### src/rtl/zvs_seq_pkg.sv
// Shared types for the bridge gate sequencer.
package zvs_seq_pkg;
    // Oscillator phase: ramp (charge) or deadtime (discharge).
    typedef enum logic {
        PH_RAMP = 1'b0,
        PH_DEAD = 1'b1
    } phase_t;
endpackage

### src/rtl/zvs_osc.sv
// Counter oscillator. It walks a ramp interval, then a deadtime interval.
// Each setting is captured at the edge that starts a half-cycle. The
// module flags the last deadtime cycle and the cycle whose closing edge
// swaps the high-side legs.
// Assumes: the settings are stable around the half-start edge.
module zvs_osc
    import zvs_seq_pkg::*;
#(
    parameter int CNT_W  = 8,
    parameter int LEAD_W = 3
) (
    input  logic              clk,
    input  logic              rst_n,
    input  logic [CNT_W-1:0]  ramp_len,
    input  logic [CNT_W-1:0]  dead_len,
    input  logic [CNT_W-1:0]  duty_cmd,
    input  logic [LEAD_W:0]   lead_code,
    output phase_t            phase,
    output logic [CNT_W-1:0]  cnt,
    output logic [CNT_W-1:0]  duty_sh,
    output logic              half_start,
    output logic              swap_now
);
    localparam int PW = CNT_W + LEAD_W + 1;
    localparam logic [LEAD_W:0] FULL = (LEAD_W+1)'(1 << LEAD_W);

    logic [CNT_W-1:0]  ramp_sh, dead_sh, lead_sh;
    logic [CNT_W-1:0]  ramp_c, dead_c, lead_raw, lead_c;
    logic [LEAD_W:0]   code_c;
    logic [PW-1:0]     prod;

    // Clamp the incoming settings and scale the lead code by the deadtime.
    always_comb begin
        ramp_c   = (ramp_len == '0) ? CNT_W'(1) : ramp_len;
        dead_c   = (dead_len == '0) ? CNT_W'(1) : dead_len;
        code_c   = (lead_code > FULL) ? FULL : lead_code;
        prod     = PW'(code_c) * PW'(dead_c);
        lead_raw = CNT_W'(prod >> LEAD_W);
        lead_c   = (lead_raw >= dead_c) ? (dead_c - CNT_W'(1)) : lead_raw;
    end

    // Flags for the final deadtime cycle and for the high-side swap cycle.
    always_comb begin
        half_start = (phase == PH_DEAD) && (cnt == dead_sh - CNT_W'(1));
        swap_now   = (phase == PH_DEAD) &&
                     (cnt == dead_sh - CNT_W'(1) - lead_sh);
    end

    // Phase and count; the shadow settings load at each half-cycle start.
    always_ff @(posedge clk) begin
        if (!rst_n) begin
            phase   <= PH_DEAD;
            cnt     <= '0;
            ramp_sh <= CNT_W'(1);
            dead_sh <= CNT_W'(1);
            lead_sh <= '0;
            duty_sh <= '0;
        end else if (phase == PH_RAMP) begin
            if (cnt == ramp_sh - CNT_W'(1)) begin
                phase <= PH_DEAD;
                cnt   <= '0;
            end else begin
                cnt <= cnt + CNT_W'(1);
            end
        end else if (half_start) begin
            phase   <= PH_RAMP;
            cnt     <= '0;
            ramp_sh <= ramp_c;
            dead_sh <= dead_c;
            lead_sh <= lead_c;
            duty_sh <= duty_cmd;
        end else begin
            cnt <= cnt + CNT_W'(1);
        end
    end

    // the count stays inside the captured ramp length.
    p_ramp_cnt_r1: assert property (@(posedge clk) disable iff (!rst_n)
        (phase == PH_RAMP) |-> (cnt < ramp_sh));
    // the swap point never falls after the half-cycle boundary.
    p_lead_bound_r3: assert property (@(posedge clk) disable iff (!rst_n)
        (phase == PH_DEAD) |-> (lead_sh < dead_sh));
endmodule

### src/rtl/zvs_high_side.sv
// High-side selector. It holds which upper leg is on and swaps that leg
// at the edge the oscillator marks. It enables the drive from the first
// half-cycle after reset onward.
// Assumes: swap_now is asserted only in deadtime cycles.
module zvs_high_side
    import zvs_seq_pkg::*;
(
    input  logic   clk,
    input  logic   rst_n,
    input  phase_t phase,
    input  logic   half_start,
    input  logic   swap_now,
    output logic   hs_sel,
    output logic   hs_en
);
    // Swap the selected leg; enable once the first half-cycle begins.
    always_ff @(posedge clk) begin
        if (!rst_n) begin
            hs_sel <= 1'b1;
            hs_en  <= 1'b0;
        end else begin
            if (swap_now)   hs_sel <= ~hs_sel;
            if (half_start) hs_en  <= 1'b1;
        end
    end

    // the selection holds across each ramp cycle.
    p_hold_in_ramp_r2: assert property (@(posedge clk) disable iff (!rst_n)
        (phase == PH_RAMP) |=> $stable(hs_sel));
    // a change of selection always follows a deadtime cycle.
    p_swap_in_dead_r2: assert property (@(posedge clk) disable iff (!rst_n)
        (hs_sel != $past(hs_sel)) |-> ($past(phase) == PH_DEAD));
endmodule

### src/rtl/zvs_low_side.sv
// Low-side modulator. It builds the trailing-edge pulse from the ramp
// count and the captured duty, latches terminate requests, and tracks
// the side of the last delivered pulse, so that a half-cycle on the same
// side is suppressed.
// Assumes: half_start is high only in the last deadtime cycle.
module zvs_low_side
    import zvs_seq_pkg::*;
#(
    parameter int CNT_W = 8
) (
    input  logic             clk,
    input  logic             rst_n,
    input  phase_t           phase,
    input  logic [CNT_W-1:0] cnt,
    input  logic [CNT_W-1:0] duty_sh,
    input  logic             half_start,
    input  logic             term_req,
    output logic             pulse,
    output logic             side
);
    logic term_q, fired_q, last_side, have_last, sup_q;
    logic last_nx, have_nx;

    // The pulse is high from the ramp start until duty, terminate or suppress.
    always_comb begin
        pulse = (phase == PH_RAMP) && (cnt < duty_sh) && !term_q && !sup_q;
    end

    // Record of the last fired side, as it will stand after a boundary.
    always_comb begin
        last_nx = fired_q ? side : last_side;
        have_nx = fired_q | have_last;
    end

    // Per-half pulse state and alternation bookkeeping.
    always_ff @(posedge clk) begin
        if (!rst_n) begin
            side      <= 1'b1;
            term_q    <= 1'b0;
            fired_q   <= 1'b0;
            last_side <= 1'b0;
            have_last <= 1'b0;
            sup_q     <= 1'b0;
        end else if (half_start) begin
            side      <= ~side;
            term_q    <= 1'b0;
            fired_q   <= 1'b0;
            last_side <= last_nx;
            have_last <= have_nx;
            sup_q     <= have_nx && (last_nx == ~side);
        end else begin
            if ((phase == PH_RAMP) && term_req) term_q  <= 1'b1;
            if (pulse)                          fired_q <= 1'b1;
        end
    end

    // a pulse that fired never repeats the side of the previous one.
    p_alternate_r8: assert property (@(posedge clk) disable iff (!rst_n)
        (half_start && fired_q && have_last) |-> (last_side != side));
    // after a terminate request in a ramp cycle, the pulse stays off.
    p_term_holds_r5: assert property (@(posedge clk) disable iff (!rst_n)
        ((phase == PH_RAMP) && term_req) |=> !pulse);
endmodule

### src/rtl/zvs_bridge_seq.sv
// Top of the bridge gate sequencer. It wires the oscillator, the
// high-side selector and the low-side modulator, pairs each low-side leg
// with the diagonal high-side leg, and applies the fault blanking.
// Assumes: all inputs are synchronous to clk.
module zvs_bridge_seq
    import zvs_seq_pkg::*;
#(
    parameter int CNT_W  = 8,
    parameter int LEAD_W = 3
) (
    input  logic              clk,
    input  logic              rst_n,
    input  logic [CNT_W-1:0]  ramp_len,
    input  logic [CNT_W-1:0]  dead_len,
    input  logic [CNT_W-1:0]  duty_cmd,
    input  logic [LEAD_W:0]   lead_code,
    input  logic              term_req,
    input  logic              fault,
    output logic              hs_left,
    output logic              hs_right,
    output logic              ls_left,
    output logic              ls_right
);
    phase_t            phase;
    logic [CNT_W-1:0]  cnt, duty_sh;
    logic              half_start, swap_now;
    logic              hs_sel, hs_en, pulse, side;

    zvs_osc #(.CNT_W(CNT_W), .LEAD_W(LEAD_W)) u_osc (
        .clk        (clk),
        .rst_n      (rst_n),
        .ramp_len   (ramp_len),
        .dead_len   (dead_len),
        .duty_cmd   (duty_cmd),
        .lead_code  (lead_code),
        .phase      (phase),
        .cnt        (cnt),
        .duty_sh    (duty_sh),
        .half_start (half_start),
        .swap_now   (swap_now)
    );

    zvs_high_side u_hs (
        .clk        (clk),
        .rst_n      (rst_n),
        .phase      (phase),
        .half_start (half_start),
        .swap_now   (swap_now),
        .hs_sel     (hs_sel),
        .hs_en      (hs_en)
    );

    zvs_low_side #(.CNT_W(CNT_W)) u_ls (
        .clk        (clk),
        .rst_n      (rst_n),
        .phase      (phase),
        .cnt        (cnt),
        .duty_sh    (duty_sh),
        .half_start (half_start),
        .term_req   (term_req),
        .pulse      (pulse),
        .side       (side)
    );

    // Decode the drive pairs: select 0 gives high-left with low-right.
    always_comb begin
        hs_left  = hs_en && !fault && !hs_sel;
        hs_right = hs_en && !fault &&  hs_sel;
        ls_right = pulse && !fault && !side;
        ls_left  = pulse && !fault &&  side;
    end

    // during every ramp the high-side selection matches the pulse side.
    p_diagonal_r6: assert property (@(posedge clk) disable iff (!rst_n)
        (phase == PH_RAMP) |-> (hs_sel == side));
    // a fault blanks all four drives.
    p_fault_blank_r9: assert property (@(posedge clk) disable iff (!rst_n)
        fault |-> !(hs_left || hs_right || ls_left || ls_right));
    // the low side is off for the whole deadtime.
    p_dead_low_off_r4: assert property (@(posedge clk) disable iff (!rst_n)
        (phase == PH_DEAD) |-> !(ls_left || ls_right));
endmodule

### config.mk
export PLATFORM = sky130hd
export DESIGN_NAME = zvs_bridge_seq
export DESIGN_NICKNAME = d
export VERILOG_FILES = /design/src/rtl/zvs_seq_pkg.sv /design/src/rtl/zvs_osc.sv /design/src/rtl/zvs_high_side.sv /design/src/rtl/zvs_low_side.sv /design/src/rtl/zvs_bridge_seq.sv
export SDC_FILE = /design/constraint.sdc
export NUM_CORES = 1
export LEC_CHECK = 0
export ABC_AREA = 1
export BUFFER_PORTS_ARGS = -buffer_cell sky130_fd_sc_hd__buf_2
export CORE_AREA = 2 2 89 91
export CTS_CLUSTER_SIZE = 14
export DETAILED_ROUTE_END_ITERATION = 10
export DIE_AREA = 0 0 91 93
export PLACE_DENSITY_LB_ADDON = 0.15
export SETUP_SLACK_MARGIN = 0.5
export SLEW_MARGIN = 20
export SYNTH_ARGS = -nofsm -noshare
export SYNTH_HDL_FRONTEND = slang
export SYNTH_SLANG_ARGS = --single-unit
### constraint.sdc
create_clock -name clk -period 5.3 [get_ports clk]
set_input_delay 0.53 -clock clk [delete_from_list [all_inputs] [get_ports clk]]
set_output_delay 0.53 -clock clk [all_outputs]
set_load 0.02 [all_outputs]
# Yosys cells after proc, flatten, opt, wreduce, memory -nomap -nowiden
# Cells that the tools add are included.
# W data, S select, Z words.
# word_totals
reg_bits	49
latchBits	0
ramBits	0
rom_bits	0
inputBits	32
output_inout_bits	4
elab_cells	65
memories	0
# op_classes
addsub	5
n_mul	1
div_mod_pow	0
magnitude_cmp	3
n_eq_ne	4
n_shift	0
mux	11
bitwise_logic	5
n_reduce_logical	22
# op_table
op	count
$mux W8	6
$eq A8 B8 Y1	3
$sub A8 B1 Y8 const B	3
$logic_not A8 Y1	2
$logic_and A1 B1 Y1	13
$mul A4 B8 Y11	1
$add A8 B1 Y8 const B	1
$ge A8 B8 Y1	1
$lt A8 B8 Y1	1
$sub A8 B8 Y8	1
$logic_not A1 Y1	5
$gt A4 B4 Y1 const B	1
$mux W1	4
$mux W4	1
$not A1 Y1	4
$reduce_and A2 Y1	1
$reduce_or A2 Y1	1
$eq A1 B1 Y1	1
$or A1 B1 Y1	1

# Longest topological paths before layout
# depth
depth_word	6
ltp_mapped	30
ltp_nobuf	29

# By module
# A second synthesis with hierarchy kept.
# hier_totals
hier_cells	685
area_unflattened_um2	4584.4
# modules_own_cells
mod	n_inst	cells_each	area_per_inst_um2	seq_area_each_um2
zvs_osc	1	604	4042.6	820.8
zvs_low_side	1	64	440.4	120.1
zvs_high_side	1	8	67.6	40.0
zvs_bridge_seq	1	9	33.8	0.0

# Least setup slack after synthesis
# No wires, ideal clock.
# synth_timing
path_kind	input to register
from	input port dead_len[2]
to	register u_osc.lead_sh[2]
setup_ns	0.113
t_arrival_ns	4.663
t_required_ns	5.187
path_slack_ns	0.523
stages	26
n_path_buf	1
path_cell_list	buf_2 inv_1 nand2_1 nor2_1 nand4_1 nand2_1 nand2_1 fa_1 inv_1 fa_1 inv_1 fa_1 o21ai_0 nand4_1 nand2_1 nand2_1 nand2_1 inv_1 ha_1 a21oi_1 o21a_1 nand3_1 inv_1 nand3_1 nand3_1 nand2_1
# synth_between
elab_chain_cells	5
elab_cells_between_ends	6
cone_classes	add/sub: 1; mul: 1; order compare: 1; mux: 2; reduce/logical: 1
# synth_rtl
element	line	source
from (decl)	zvs_bridge_seq.sv:14	input logic [CNT_W-1:0] dead_len,
$logic_not A8 Y1 *	zvs_osc.sv:35	dead_c = (dead_len == '0) ? CNT_W'(1) : dead_len;
$mux W8 *	zvs_osc.sv:35	
named net u_osc.dead_c[0]	zvs_osc.sv:28	logic [CNT_W-1:0] ramp_c, dead_c, lead_raw, lead_c;
$mul A4 B8 Y11	zvs_osc.sv:37	prod = PW'(code_c) * PW'(dead_c);
$ge A8 B8 Y1	zvs_osc.sv:39	lead_c = (lead_raw >= dead_c) ? (dead_c - CNT_W'(1)) : lead_raw;
$mux W8 *	zvs_osc.sv:39	
to (signal assigned)	zvs_osc.sv:70	lead_sh <= lead_c;
to (decl)	zvs_osc.sv:27	logic [CNT_W-1:0] ramp_sh, dead_sh, lead_sh;
# Mark *: on every way through the listed nets, which the timed path passes. The rest lies on a longest branch.
# A chain may end at the register's enable or synchronous reset.

# Final worst setup path
# layout_timing
from	input port dead_len[3]
to	register u_osc.lead_sh[1]
# Same word-level chain as after synthesis.

==> summary.txt <==
Floorplan
  • Die Y-Extent: slightly above 90 microns
  • Core area: around 7500 sq um
  • Die width: approximately 91 microns
  • Placement row count: 32
  • Full die area: roughly 8500 sq um
  • Initial Utilization: between 50% and 60%
  • I/O Pins: 36

Clocking
  • Worst skew pair latency: 0.31 ns
  • CTS Sinks: between 40 and 50
  • Root Driver: clkbuf_8
  • CTS tree: built
  • CTS Buffer Depth: 2
  • Hold_buf cts: 0
  • Htree depth: 2
  • Clock-pin slew on the worst setup and hold paths: ~0.09 ns
  • Cts bufs inserted: 5

Power and ir drop
  • Leak pwr: 0.00246 uW
  • Pwr per Cell Area: ~650 nW/um^2
  • Largest vdd supply drop: approximately 330 uV

Hold path
  • Worst Hold Depth: 3
  • HP Start: duty_cmd[1]
  • Hold Path Sink: u_osc.duty_sh[1]$_SDFFE_PN0P_
  • Worst hold-check path type: in2reg

Placement
  • Port Buf Inserts: 35
  • Dpl ws: roughly 0.25 ns
  • RD Place Congestion: ~0.95
  • DP HPWL: ~9000 microns

STA
  • RSZ-0062 raised after global routing: false
  • Slew headroom: a little under three fifths
  • Fin Setup TNS: 0 ns
  • Setup ws final: between 0.8 and 0.9 ns
  • Period utilization: between 80% and 90%
  • Minimum clock period after layout: between 4 and 5 ns
  • Maximum clock rate: roughly 220 MHz
  • Fin Clk Skew: 0.00993 ns
  • Final setup fails: 0
  • Endpoints failing hold: 0
  • Fin. max-slew vios: 0
  • Slew of the pin with the lowest slew margin: 0.646 ns

Setup path
  • Setup crit start kind: input pin
  • Worst R2R Start: u_osc.dead_sh[0]$_SDFFE_PN1P_
  • Worst reg2reg path endpoint: u_osc.ramp_sh[2]$_SDFFE_PN0P_
  • Worst reg2reg path depth: 10
  • WP data required: approximately 5.6 ns
  • R2R Setup Slk: around 2.3 ns
  • Setup CP Type: in2reg
  • Worst setup EP type: flip-flop
  • Worst Path Max Fanout: 9
  • Arr. time, crit path: 4.71 ns

Route
  • Met1 Wirelength: 5140 microns
  • Max Used Layer: met4
  • Metal3 WL: ~580 microns
  • Antenna Nets Post-Route: 0
  • DRC: 0
  • Wire length per cell: 13.9 microns
  • TritonRoute pass-1 iters: 5
  • Routed WL: ~11000 microns
  • Vias: around 4200
  • Avg Vias per Cell: about 5.3
  • Drt initial violations: 167
  • WL met2: between 4000 and 5000 microns

Logic synthesis
  • Yosys top cell area share: between 20 and 25%
  • Synthesized instance count: roughly 650
  • Post-synth cell types: 38
  • Async S/R FF share, synth: 0%
  • Post-synth EDFFs: 0
  • Mapped Nets: between 700 and 800
  • Cell taking the most area after synthesis: dfxtp_1
  • Syn avg cell area: 6.78 sq um
  • Commonest cells post-synth: nand2_1 (171), inv_1 (107), nor2_1 (61)
  • Synth Cell Area: approximately 4400 sq um
  • Sequential fraction of the synthesis area: approximately 22%
  • Top_reg_cell synth: dfxtp_1
  • #FFs+latches synth: 49
  • Yosys warning count: 0
  • Most frequent cell after synthesis: nand2_1
  • Top post-synthesis cells by area: dfxtp_1 (22%), nand2_1 (14%), ha_1 (11%)

Global route
  • Number of global-route vias before repair: 4087
  • Overflow after GRT: 0
  • Largest net degree at the start of global routing: 31
  • First-pass GRT wire length: about 19000 microns
  • Total GRT Usage: between 20% and 30%
  • Initial antenna violation count: 0

Final layout
  • Synthesis-to-finish area growth: 7.74%
  • Share of cells above drive strength 1: 12.3%
  • Fin util: roughly 63%
  • ANT cells: 0
  • Final net count: just under 800

Flow run
  • Total of max-cap violations: 0

Outcome
  • Status: completed
logic make-up after synthesis:
logic type / Yosys count / synth area share [%]
AND/OR/NAND/NOR: 334 / 34.0
flip-flops: 49 / 22.1
XOR/XNOR: 35 / 7.40
adder cells (fa/ha/maj): 51 / 16.6
buffers and inverters: 123 / 11.8
AO/OA/AOI/OAI: 61 / 8.02
stage by stage:
stage,area [sq um],hold slack (ns),power [uW],cells
after floorplan,4430,0.440,2500,653
after global placement,4640,0.454,2800,779
after detailed placement,4640,0.462,2860,779
after CTS,4720,0.416,3090,787
after global routing,4770,0.414,3490,791
final,4770,0.419,3120,791
registers in the layout (all words and copies together) (netlist names):
| signal | count |
|---|---|
| u_osc.ramp_sh | 8 |
| u_osc.phase | 1 |
| u_ls.term_q | 1 |
| u_ls.side | 1 |
| u_osc.lead_sh | 8 |
| u_hs.hs_en | 1 |
| u_osc.duty_sh | 8 |
| u_ls.last_side | 1 |
| u_hs.hs_sel | 1 |
| u_ls.sup_q | 1 |
| u_ls.fired_q | 1 |
| u_osc.dead_sh | 8 |
| u_osc.cnt | 8 |
| u_ls.have_last | 1 |
metal layers:
layer,up-vias,GRT usage [%]
met5,-,0
met4,0,9.47
met3,25,3.87
met2,116,45.6
met1,1911,37.5
li1,2136,-
critical path: stages:
cell	delay, ns
buf_2	0.14
clkinvlp_4	0.14
nand2_1	0.07
nor2_1	0.13
nand4_1	0.14
nand2_2	0.12
nand2_1	0.08
fa_1	0.55
inv_1	0.06
fa_1	0.56
inv_1	0.07
fa_2	0.42
o21ai_2	0.19
nand4_1	0.09
nand2_1	0.08
nand2_1	0.05
nand2_1	0.08
inv_1	0.04
ha_1	0.28
nand2_1	0.09
nor2_2	0.14
nand4_1	0.09
nand3_1	0.15
buf_6	0.15
nor2_1	0.05
nor2_1	0.12
nand2_1	0.06
nand2_1	0.05
worst max-delay path by stage:
stage                                     to         from  slack (ns)
3_3_place_gp   u_osc.lead_sh[4]$_SDFFE_PN0P_  dead_len[5]        0.37
4_1_cts        u_osc.lead_sh[4]$_SDFFE_PN0P_  dead_len[2]        0.55
5_1_grt        u_osc.lead_sh[6]$_SDFFE_PN0P_  dead_len[3]        0.43
3_5_place_dp   u_osc.lead_sh[4]$_SDFFE_PN0P_  dead_len[2]        0.25
2_1_floorplan  u_osc.lead_sh[2]$_SDFFE_PN0P_  dead_len[2]        0.52
6_report       u_osc.lead_sh[1]$_SDFFE_PN0P_  dead_len[3]        0.84
repair_timing:
action / in CTS / in global routing
setup buffers: 0 / 4
gates resized for setup: 0 / 12
endpoints found under the setup margin: 0 / 8
area by class of cell:
cell class / instances / area [sq um]
clock buffers: 7 / 76.3
clock inverters: 1 / 7.51
fillers: 728 / 2760
inverters: 110 / 419
multi-input cells: 481 / 2940
flip-flops and latches: 49 / 981
well taps: 102 / 128
repair buffers: 41 / 224
cell usage in the layout (no fill, tap or decap), types with 14 or more instances in the layout:
cell type  instances
xor2_1            23
inv_1            103
nor2_1            60
a21oi_1           23
buf_2             35
ha_1              38
nand2_1          170
nand4_1           14
nand3_1           49
dfxtp_1           49
where the power goes:
group          internal (uW)  switching, uW
Sequential               517            116
Combinational            783           1480
Clock                   93.7            128
No activity file was read; power rests on OpenSTA's default activity.
